### src/rtl/flash_accel_pkg.sv
// Shared types for the flash fetch accelerator.
// Assumes a two-bit mode field and a three-bit access-time field.
package flash_accel_pkg;
    localparam int MODE_W = 2;
    localparam int TIM_W  = 3;
    localparam logic [TIM_W-1:0] TIM_RESET = 3'd7;

    typedef enum logic [MODE_W-1:0] {
        ACC_OFF  = 2'd0,
        ACC_PART = 2'd1,
        ACC_FULL = 2'd2,
        ACC_RSVD = 2'd3
    } acc_mode_e;

    // Map the stored field to the behaviour used by the datapath.
    function automatic acc_mode_e eff_mode(input logic [MODE_W-1:0] m);
        return (m == 2'd3) ? ACC_OFF : acc_mode_e'(m);
    endfunction
endpackage

### src/rtl/flash_accel_regs.sv
// Configuration registers: the mode and the flash access time.
// Assumes word-aligned byte addresses. Bits [1:0] of the address are ignored.
module flash_accel_regs
    import flash_accel_pkg::*;
#(
    parameter int DW     = 32,
    parameter int CFG_AW = 4
) (
    input  logic              clk,
    input  logic              rst_n,
    input  logic              cfg_we,
    input  logic [CFG_AW-1:0] cfg_addr,
    input  logic [DW-1:0]     cfg_wdata,
    output logic [DW-1:0]     cfg_rdata,
    output acc_mode_e         mode_o,
    output logic [TIM_W-1:0]  tim_o,
    output logic              mode_chg_o
);
    localparam int WIDX_W = CFG_AW - 2;

    logic [WIDX_W-1:0] word;
    logic [MODE_W-1:0] mode_q;
    logic [TIM_W-1:0]  tim_q;
    logic              wr_mode, wr_tim;
    logic              unused_bits;

    assign word        = cfg_addr[CFG_AW-1:2];
    assign wr_mode     = cfg_we && (word == WIDX_W'(0));
    assign wr_tim      = cfg_we && (word == WIDX_W'(1));
    assign mode_chg_o  = wr_mode && (cfg_wdata[MODE_W-1:0] != mode_q);
    assign mode_o      = eff_mode(mode_q);
    assign tim_o       = tim_q;
    assign unused_bits = ^{cfg_addr[1:0], cfg_wdata[DW-1:TIM_W]};

    // Store register writes; a zero access time is raised to one.
    always_ff @(posedge clk) begin
        if (!rst_n) begin
            mode_q <= '0;
            tim_q  <= TIM_RESET;
        end else begin
            if (wr_mode) mode_q <= cfg_wdata[MODE_W-1:0];
            if (wr_tim)  tim_q  <= (cfg_wdata[TIM_W-1:0] == '0) ? TIM_W'(1) : cfg_wdata[TIM_W-1:0];
        end
    end

    // Return the addressed register, with unused bits read as zero.
    always_comb begin
        cfg_rdata = '0;
        if (word == WIDX_W'(0))      cfg_rdata = {{(DW-MODE_W){1'b0}}, mode_q};
        else if (word == WIDX_W'(1)) cfg_rdata = {{(DW-TIM_W){1'b0}}, tim_q};
    end

    p_tim_zero_r3: assert property (@(posedge clk) disable iff (!rst_n)
        (wr_tim && cfg_wdata[TIM_W-1:0] == '0) |=> (tim_q == TIM_W'(1)));
    p_mode_store_r4: assert property (@(posedge clk) disable iff (!rst_n)
        wr_mode |=> (mode_q == $past(cfg_wdata[MODE_W-1:0])));
endmodule

### src/rtl/flash_accel_latch.sv
// One line holding latch with a tag and a valid flag.
// A fill takes priority over a flush, so freshly read data survives.
module flash_accel_latch #(
    parameter int TAG_W  = 12,
    parameter int LINE_W = 128
) (
    input  logic              clk,
    input  logic              rst_n,
    input  logic              flush,
    input  logic              fill,
    input  logic [TAG_W-1:0]  fill_tag,
    input  logic [LINE_W-1:0] fill_data,
    output logic              valid_o,
    output logic [TAG_W-1:0]  tag_o,
    output logic [LINE_W-1:0] data_o
);
    // Track the valid flag.
    always_ff @(posedge clk) begin
        if (!rst_n)     valid_o <= 1'b0;
        else if (fill)  valid_o <= 1'b1;
        else if (flush) valid_o <= 1'b0;
    end

    // Capture the tag and the line on a fill.
    always_ff @(posedge clk) begin
        if (fill) begin
            tag_o  <= fill_tag;
            data_o <= fill_data;
        end
    end
endmodule

### src/rtl/flash_accel_engine.sv
// Request and prefetch engine. It runs one flash access or one timed
// hit at a time, prefetches the next instruction line, and lets a
// sequential request join a prefetch already in flight.
// Assumes the requester holds req_valid until req_ready.
module flash_accel_engine
    import flash_accel_pkg::*;
#(
    parameter int ADDR_W = 16,
    parameter int LINE_W = 128,
    parameter int OFF_W  = 4,
    parameter int TAG_W  = 12
) (
    input  logic              clk,
    input  logic              rst_n,
    input  acc_mode_e         mode_i,
    input  logic [TIM_W-1:0]  tim_i,
    input  logic              mode_chg_i,
    input  logic              req_valid,
    input  logic [ADDR_W-1:0] req_addr,
    input  logic              req_seq,
    input  logic              req_instr,
    output logic              req_ready,
    output logic [LINE_W-1:0] req_rdata,
    output logic              fl_rd,
    output logic [TAG_W-1:0]  fl_addr,
    input  logic [LINE_W-1:0] fl_rdata,
    input  logic              i_valid,
    input  logic [TAG_W-1:0]  i_tag,
    input  logic [LINE_W-1:0] i_data,
    input  logic              d_valid,
    input  logic [TAG_W-1:0]  d_tag,
    input  logic [LINE_W-1:0] d_data,
    output logic              fill_i_o,
    output logic              fill_d_o,
    output logic [TAG_W-1:0]  fill_tag_o,
    output logic [LINE_W-1:0] fill_data_o
);
    logic              busy_q, wait_q, isfl_q, dsti_q, rdy_q;
    logic [TAG_W-1:0]  line_q;
    logic [TIM_W-1:0]  cnt_q;
    logic [LINE_W-1:0] rdata_q;

    logic              n_busy, n_wait, n_isfl, n_dsti, n_rdy, pf_go;
    logic [TAG_W-1:0]  n_line, pf_line, rline;
    logic [TIM_W-1:0]  n_cnt;
    logic [LINE_W-1:0] n_rdata, hit_data;
    logic              pf_en, hit, fast, accept, join_pf, done;
    logic              unused_off;

    assign rline      = req_addr[ADDR_W-1:OFF_W];
    assign unused_off = ^req_addr[OFF_W-1:0];
    assign pf_en      = (mode_i != ACC_OFF);
    assign hit        = req_instr ? (i_valid && i_tag == rline) : (d_valid && d_tag == rline);
    assign hit_data   = req_instr ? i_data : d_data;
    assign fast       = hit && (req_instr ? pf_en : (mode_i == ACC_FULL));
    assign accept     = req_valid && !rdy_q && !wait_q;
    assign join_pf    = busy_q && req_instr && req_seq && (line_q == rline);
    assign done       = busy_q && (cnt_q == TIM_W'(1));

    assign fl_rd       = busy_q && isfl_q;
    assign fl_addr     = line_q;
    assign fill_tag_o  = line_q;
    assign fill_data_o = fl_rdata;
    assign fill_i_o    = done && isfl_q && dsti_q && !(mode_chg_i && !wait_q);
    assign fill_d_o    = done && isfl_q && !dsti_q;
    assign req_ready   = rdy_q;
    assign req_rdata   = rdata_q;

    // Next-state selection: completion, new request, prefetch launch, kill.
    always_comb begin
        n_busy  = busy_q;
        n_wait  = wait_q;
        n_isfl  = isfl_q;
        n_dsti  = dsti_q;
        n_line  = line_q;
        n_cnt   = (busy_q && !done) ? cnt_q - TIM_W'(1) : cnt_q;
        n_rdy   = 1'b0;
        n_rdata = rdata_q;
        pf_go   = 1'b0;
        pf_line = line_q + TAG_W'(1);
        if (done) begin
            n_busy = 1'b0;
            if (wait_q) begin
                n_rdy  = 1'b1;
                n_wait = 1'b0;
                if (isfl_q) n_rdata = fl_rdata;
                pf_go  = dsti_q && pf_en;
            end
        end
        if (accept) begin
            if (join_pf) begin
                if (done) begin
                    n_rdy   = 1'b1;
                    n_rdata = fl_rdata;
                    pf_go   = pf_en;
                end else begin
                    n_wait = 1'b1;
                end
            end else if (fast) begin
                n_busy  = 1'b0;
                n_rdy   = 1'b1;
                n_rdata = hit_data;
                pf_go   = req_instr && pf_en;
                pf_line = rline + TAG_W'(1);
            end else begin
                n_busy  = 1'b1;
                n_wait  = 1'b1;
                n_isfl  = !hit;
                n_dsti  = req_instr;
                n_line  = rline;
                n_cnt   = tim_i;
                n_rdata = hit_data;
            end
        end
        if (pf_go) begin
            n_busy = 1'b1;
            n_wait = 1'b0;
            n_isfl = 1'b1;
            n_dsti = 1'b1;
            n_line = pf_line;
            n_cnt  = tim_i;
        end
        if (mode_chg_i && !n_wait) n_busy = 1'b0;
    end

    // Register the engine state.
    always_ff @(posedge clk) begin
        if (!rst_n) begin
            busy_q  <= 1'b0;
            wait_q  <= 1'b0;
            isfl_q  <= 1'b0;
            dsti_q  <= 1'b0;
            rdy_q   <= 1'b0;
            line_q  <= '0;
            cnt_q   <= TIM_W'(1);
            rdata_q <= '0;
        end else begin
            busy_q  <= n_busy;
            wait_q  <= n_wait;
            isfl_q  <= n_isfl;
            dsti_q  <= n_dsti;
            rdy_q   <= n_rdy;
            line_q  <= n_line;
            cnt_q   <= n_cnt;
            rdata_q <= n_rdata;
        end
    end

    p_rdy_pulse_r5: assert property (@(posedge clk) disable iff (!rst_n)
        req_ready |=> !req_ready);
    p_cnt_live_r5: assert property (@(posedge clk) disable iff (!rst_n)
        busy_q |-> (cnt_q != '0));
    p_fast_data_r6: assert property (@(posedge clk) disable iff (!rst_n)
        (accept && !join_pf && fast && !req_instr) |=> req_ready);
    p_pf_start_r9: assert property (@(posedge clk) disable iff (!rst_n)
        (accept && !join_pf && fast && req_instr && pf_en && !mode_chg_i)
        |=> (fl_rd && fl_addr == $past(rline) + TAG_W'(1)));
endmodule

### src/rtl/flash_accel.sv
// Top of the flash fetch accelerator: registers, two line latches
// (index 0 data, index 1 instruction) and the request engine.
// Assumes the flash returns a stable line for the address it is given.
module flash_accel
    import flash_accel_pkg::*;
#(
    parameter int ADDR_W = 16,
    parameter int LINE_W = 128,
    parameter int CFG_AW = 4,
    parameter int DW     = 32
) (
    input  logic                                    clk,
    input  logic                                    rst_n,
    input  logic                                    cfg_we,
    input  logic [CFG_AW-1:0]                       cfg_addr,
    input  logic [DW-1:0]                           cfg_wdata,
    output logic [DW-1:0]                           cfg_rdata,
    input  logic                                    req_valid,
    input  logic [ADDR_W-1:0]                       req_addr,
    input  logic                                    req_seq,
    input  logic                                    req_instr,
    output logic                                    req_ready,
    output logic [LINE_W-1:0]                       req_rdata,
    output logic                                    fl_rd,
    output logic [ADDR_W-$clog2(LINE_W/8)-1:0]      fl_addr,
    input  logic [LINE_W-1:0]                       fl_rdata
);
    localparam int OFF_W = $clog2(LINE_W/8);
    localparam int TAG_W = ADDR_W - OFF_W;

    acc_mode_e         mode;
    logic [TIM_W-1:0]  tim;
    logic              mode_chg;
    logic [1:0]        lv, lfill;
    logic [TAG_W-1:0]  lt [2];
    logic [LINE_W-1:0] ld [2];
    logic              fill_i, fill_d;
    logic [TAG_W-1:0]  fill_tag;
    logic [LINE_W-1:0] fill_data;

    flash_accel_regs #(.DW(DW), .CFG_AW(CFG_AW)) u_regs (
        .clk(clk), .rst_n(rst_n), .cfg_we(cfg_we), .cfg_addr(cfg_addr),
        .cfg_wdata(cfg_wdata), .cfg_rdata(cfg_rdata), .mode_o(mode),
        .tim_o(tim), .mode_chg_o(mode_chg)
    );

    assign lfill = {fill_i, fill_d};

    for (genvar g = 0; g < 2; g++) begin : g_latch
        flash_accel_latch #(.TAG_W(TAG_W), .LINE_W(LINE_W)) u_latch (
            .clk(clk), .rst_n(rst_n), .flush(mode_chg), .fill(lfill[g]),
            .fill_tag(fill_tag), .fill_data(fill_data),
            .valid_o(lv[g]), .tag_o(lt[g]), .data_o(ld[g])
        );
    end

    flash_accel_engine #(.ADDR_W(ADDR_W), .LINE_W(LINE_W), .OFF_W(OFF_W), .TAG_W(TAG_W)) u_engine (
        .clk(clk), .rst_n(rst_n), .mode_i(mode), .tim_i(tim), .mode_chg_i(mode_chg),
        .req_valid(req_valid), .req_addr(req_addr), .req_seq(req_seq), .req_instr(req_instr),
        .req_ready(req_ready), .req_rdata(req_rdata), .fl_rd(fl_rd), .fl_addr(fl_addr),
        .fl_rdata(fl_rdata), .i_valid(lv[1]), .i_tag(lt[1]), .i_data(ld[1]),
        .d_valid(lv[0]), .d_tag(lt[0]), .d_data(ld[0]), .fill_i_o(fill_i),
        .fill_d_o(fill_d), .fill_tag_o(fill_tag), .fill_data_o(fill_data)
    );

    p_flush_r12: assert property (@(posedge clk) disable iff (!rst_n)
        (mode_chg && !fill_i && !fill_d) |=> (lv == 2'b00));
endmodule

### config.mk
export PLATFORM = sky130hd
export DESIGN_NAME = flash_accel
export DESIGN_NICKNAME = d
export VERILOG_FILES = /design/src/rtl/flash_accel_pkg.sv /design/src/rtl/flash_accel_regs.sv /design/src/rtl/flash_accel_latch.sv /design/src/rtl/flash_accel_engine.sv /design/src/rtl/flash_accel.sv
export SDC_FILE = /design/constraint.sdc
export NUM_CORES = 1
export LEC_CHECK = 0
export ABC_AREA = 1
export BUFFER_PORTS_ARGS = -buffer_cell sky130_fd_sc_hd__buf_2
export CAP_MARGIN = 20
export CORE_UTILIZATION = 60
export DETAILED_ROUTE_END_ITERATION = 16
export GPL_TIMING_DRIVEN = 1
export PLACE_DENSITY = 0.89
export SLEW_MARGIN = 20
export SYNTH_ARGS = -nofsm -noshare
export SYNTH_HDL_FRONTEND = slang
export SYNTH_SLANG_ARGS = --single-unit
### constraint.sdc
create_clock -name clk -period 32.6 [get_ports clk]
set_clock_uncertainty 0.15 [all_clocks]
set_input_delay 1.63 -clock clk [delete_from_list [all_inputs] [get_ports clk]]
set_output_delay 1.63 -clock clk [all_outputs]
set_load 0.01 [all_outputs]
### Yosys cells after proc, flatten, opt, wreduce, memory -nomap -nowiden

Index checks and enable logic that the tools add are counted.

* register bits: 435
* input port bits: 186
* logic and storage cells: 126

* add/sub/neg operators: 3
* equality and inequality tests: 10
* muxes and demuxes: 59
* bitwise logic cells: 1
* reductions and logical operators: 37

Operator list (number)
* two-way mux 128 bit: 7
* two-way mux 12 bit: 7
* == test 12 bit: 3
* two-way mux 1 bit: 36
* two-way mux 32 bit: 1
* adder 12 x 1 -> 12 bit, second input constant: 2
* logical AND 1 bit: 22
* two-way mux 3 bit: 7
* nonzero test 2 bit: 4
* logical NOT 1 bit: 7
* == test 2 bit, second input constant: 2
* != test 2 x 1 -> 1 bit, second input constant: 2
* == test 3 x 1 -> 1 bit, second input constant: 1
* logical NOT 3 bit: 1
* AND reduction 3 bit: 1
* subtractor 3 x 1 -> 3 bit, second input constant: 1
* == test 2 x 1 -> 1 bit, second input constant: 1
* logical NOT 2 bit: 1
* two-way mux 2 bit: 1
* != test 2 bit: 1
* OR reduction 2 bit: 1
* inverter 1 bit: 1

### Depth between registers and ports, before layout

* depth after elaboration: 13
* gate-level depth with buffers: 18

### By module

From an unflattened synthesis, not the netlist that was laid out.

* cell total of the unflattened synthesis: 2307
* area total of the unflattened synthesis: 21157.8 um^2

Modules (own cells, without submodules)
* flash_accel_engine: instances 1, cells each 1933, area each 12129.1 um^2, sequential area each 2962.8 um^2
* flash_accel_latch: instances 2, cells each 146, area each 4247.8 um^2, sequential area each 4224.1 um^2
* flash_accel_regs: instances 1, cells each 82, area each 533.0 um^2, sequential area each 100.1 um^2

### Worst setup path after synthesis

No wires, ideal clock.

* path type: register to register
* start: register u_engine.isfl_q
* end: register g_latch[0].u_latch.data_o[0], enable pin
* setup time: 0.814 ns
* data arrival time: 10.099 ns
* slack: 21.537 ns
* stages on the path, launching flop included: 4
* path buffers: 1
* cells stage by stage: dfxtp_1 -> clkbuf_1 -> nand2_1 -> nor3_1

* word-level cells in the longest chain between the ends: 2

RTL lines
* start, declared: line flash_accel_engine.sv:38 `logic busy_q, wait_q, isfl_q, dsti_q, rdy_q;`
* start signal, assigned: line flash_accel_engine.sv:140 `isfl_q <= n_isfl;`
* logical AND 1 bit (2 in a row): line flash_accel_engine.sv:65 `assign fill_d_o = done && isfl_q && !dsti_q;`
* net fill_d: line flash_accel.sv:37 `logic fill_i, fill_d;`
* end signal, assigned: line flash_accel_latch.sv:28 `data_o <= fill_data;`
* end, declared: line flash_accel_latch.sv:15 `output logic [LINE_W-1:0] data_o`

The timed path passes the listed nets, and every way through them passes these cells.
A chain may end at the register's enable or synchronous reset.

### Final worst setup path

* start: input port req_instr
* end: register u_engine.rdata_q[26] (netlist: u_engine.req_rdata[26])

* word-level cells in the longest chain between the ends: 5
* elaborated cells on any way between the ends: 6

RTL lines
* start, declared: line flash_accel.sv:21 `input logic req_instr,`
* logical AND 1 bit (3 in a row): line flash_accel_engine.sv:57 `assign join_pf = busy_q && req_instr && req_seq && (line_q == rline);`
* two-way mux 128 bit (*): line flash_accel_engine.sv:91 `if (join_pf) begin`
* two-way mux 128 bit (*): line flash_accel_engine.sv:90 `if (accept) begin`
* end signal, assigned: line flash_accel_engine.sv:145 `rdata_q <= n_rdata;`
* end, declared: line flash_accel_engine.sv:41 `logic [LINE_W-1:0] rdata_q;`

Mark *: on every way between the ends. The rest lies on a longest branch, timed or not.

==> summary.md <==
| Metric | Value |
|---|---|
| Post-Synth XOR/XNOR Area | `0.9844%` |
| H-Tree Depth | `2` |
| Main synth FF type | `edfxtp_1` |
| Num rows | `65` |
| Leakage power | `0.008589 µW` |
| Largest net degree at the start of global routing | `150` |
| Overall Global Routing Usage | `31.21%` |
| DR WL/cell | `18.59 µm` |
| Layout fillers | `2338` |
| Setup Viol. Count Final | `0` |
| Reg2reg start | `u_engine.fill_tag_o[6]$_SDFFE_PN0P_` |
| Post-synth top area share | `42.96%` |
| Post-DP HPWL | `30.18 mm` |
| Post-synthesis compound-gate area fraction | `13.58%` |
| RSZ-0062 raised after global routing | `no` |
| Gpl congestion | `0.9147` |
| Power Density | `55.14 nW/µm²` |
| Die area | `33350 µm²` |
| DRT Pass-1 Iters | `6` |
| Final wirelength | `51.98 mm` |
| Proportion of layout cells with a drive suffix above 1 | `16.88%` |
| CTS Buf Count | `45` |
| Synth Area in Simple Gates | `19.68%` |
| Fin. Hold Viols | `0` |
| CTS sink cnt | `435` |
| # Max-Cap Violations | `0` |
| Achievable Freq | `0.1822 GHz` |
| Synthesized area | `19570 µm²` |
| CP arrival | `5.79 ns` |
| Syn Inst Count | `2117` |
| Crit. End Element | `flop` |
| Adder-Cell Fraction of Synth Area | `0.3835%` |
| ANT nets after route | `0` |
| Asr flop ratio synth | `0%` |
| Layout Nets | `2508` |
| CTS Root Cell | `clkbuf_16` |
| EDFF count, synth | `280` |
| Die Ht | `182.6 µm` |
| Post-route cell area | `22330 µm²` |
| Largest family of logic cells by synthesized area | `simple AND/OR/NAND/NOR gates` |
| Vias in the first global route | `16340` |
| Core box area | `31800 µm²` |
| Syn. warnings | `0` |
| Remaining DRCs | `0` |
| Outcome | `completed` |
| Critical path origin | `req_instr` |
| Initial antenna violation count | `13` |
| Final critical-path required period | `5.490 ns` |
| Grt ovf | `0` |
| Setup TNS | `0 ns` |
| Worst Min Path Start | `g_latch[1].u_latch.valid_o$_SDFFE_PN0P_` |
| Slew headroom | `32.18%` |
| Avg Inst Size Synth | `9.246 µm²` |
| Synth area leaders | `edfxtp_1 (43%), dfxtp_1 (16%), nand2_1 (8.6%)` |
| Area grow syn2layout | `14.10%` |
| Final Slew Violations | `0` |
| Routed vias | `16750` |
| WP data required | `32.90 ns` |
| Seq/Total Area, Yosys | `58.81%` |
| Post-CTS Hold Fix Bufs | `0` |
| CP Launch Type | `primary input` |
| Worst-skew pair later-pin latency | `0.54 ns` |
| DP Area | `20880 µm²` |
| Initial Utilization | `61.55%` |
| Distinct cells, synth | `35` |
| First-pass GRT wire length | `83.28 mm` |
| Tightest Hold Check Type | `reg2reg` |
| Worst vdd ir | `45.96 µV` |
| Maximum buffer depth of the clock tree | `3` |
| CP Max Fanout | `149` |
| CTS-repair resized insts | `0` |
| Number of synthesized register bits | `435` |
| Initial drt markers | `1840` |
| Slew @ Worst Pin | `1.017 ns` |
| Die W | `182.6 µm` |
| Period utilisation layout | `16.84%` |
| Crit Path Class | `in2reg` |
| Port bufs | `295` |
| Worst-path clk slew | `0.06 ns` |
| Mux contribution to synthesized area | `0%` |
| Synth area leader | `edfxtp_1` |
| DR vias/cell | `5.991` |
| # IOs | `360` |
| CTS tree | `yes` |
| Total setup buffers inserted after CTS | `0` |
## layout make-up
class                           instances  area [µm²]  area share [%]
Inverter                               83       326.6           1.462
Antenna cell                            9       22.52          0.1008
Clock buffer                           64        1320           5.911
Timing Repair Buffer                  308        1583           7.087
Sequential cell                       435       11510           51.56
Multi-Input combinational cell       1443        6923           31.00
Tap cell                              435       544.3           2.437
Clock inverter                         19       98.84          0.4426
## sequential cells by signal, summed over array words and instances (netlist names)
register                 count
g_latch.u_latch.valid_o      2
u_engine.fill_tag_o         12
u_engine.req_ready           1
u_engine.cnt_q               3
u_regs.tim_o                 3
u_engine.dsti_q              1
u_regs.mode_q                2
g_latch.u_latch.tag_o       24
g_latch.u_latch.data_o     256
u_engine.wait_q              1
u_engine.req_rdata         128
u_engine.isfl_q              1
u_engine.busy_q              1
## report_power, final
group	internal (µW)	switching (µW)	total (µW)
logic	41.2	80.4	122
clock network	281	207	489
registers	606	14.8	621
total	929	302	1230
## cell families after synthesis
group | count (synthesis)
other cells | 1
fa+ha+maj | 6
flops | 435
compound gates | 432
simple gates | 954
xor+xnor | 22
buf+inv | 267
## stage by stage
stage               std cells  util [%]  setup slack [ns]  power [µW]  hold WS (ns)
detailed placement       2704     65.67             26.57       751.6        0.3058
floorplan                2145         -             21.54       703.6        0.2939
global placement         2704     65.67             26.72       746.7        0.3069
CTS                      2787     70.13             27.12        1235        0.3161
finish                   2796     70.23             27.11        1231        0.3172
global route             2793     70.21             26.76        1271        0.3414
## per-layer routing
layer  GRT usage, %  up-vias  wire length [µm]
li1               -     7716                 -
met1          39.02     7914             19850
met2          50.99      934             24780
met3          7.903      172              5349
met4          14.45       14              1932
met5              0        -                72
## path summary, 6_finish.rpt
check	endpoint	slack, ns	cells past startpoint
setup reg to reg	u_engine.req_rdata[26]$_SDFF_PN0_	28.21	13
hold / removal	g_latch[1].u_latch.valid_o$_SDFFE_PN0P_	0.32	2
setup / recovery	u_engine.req_rdata[26]$_SDFF_PN0_	27.11	12
hold reg to reg	g_latch[1].u_latch.valid_o$_SDFFE_PN0P_	0.32	2
## synthesized netlist by cell type (2+ instances only)
cell / count
o211ai_1: 4
o21ai_1: 8
xnor2_1: 6
nor2_2: 2
nand4_1: 5
nand2_1: 450
nor3_1: 4
ha_1: 6
o22ai_1: 2
buf_4: 47
a31oi_1: 129
nand2_2: 2
buf_2: 27
inv_1: 76
nand3_1: 165
buf_6: 7
o21ai_0: 144
edfxtp_1: 280
nand2_4: 2
a21oi_1: 16
or2_2: 2
dfxtp_1: 155
clkbuf_1: 91
inv_2: 6
o31ai_1: 128
xor2_1: 16
buf_1: 2
clkbuf_2: 10
nor2_1: 319
## placed cells by master, fill, tap and decap left out, types with 9 or more instances in the layout
cell type  instances
a21oi_1           16
a31oi_1          129
buf_2            293
buf_4             14
clkbuf_1           9
clkbuf_16         47
clkinv_2           9
conb_1            29
dfxtp_1          154
diode_2            9
edfxtp_1         280
inv_1             74
nand2_1          449
nand3_1          165
nor2_1           318
o21ai_0          144
o31ai_1          128
xor2_1            16
## worst max-delay path: stages
cell and delay [ns]:
buf_4 0.54, nand3_1 0.19, nor2_1 0.14, nand2_1 0.07, nor2_2 0.13, nand2_2 0.15
inv_8 0.50, nand2_4 0.15, nand2_8 0.56, buf_4 0.90, o21ai_0 0.27, a31oi_1 0.24
(Power assumes the default switching activity.)
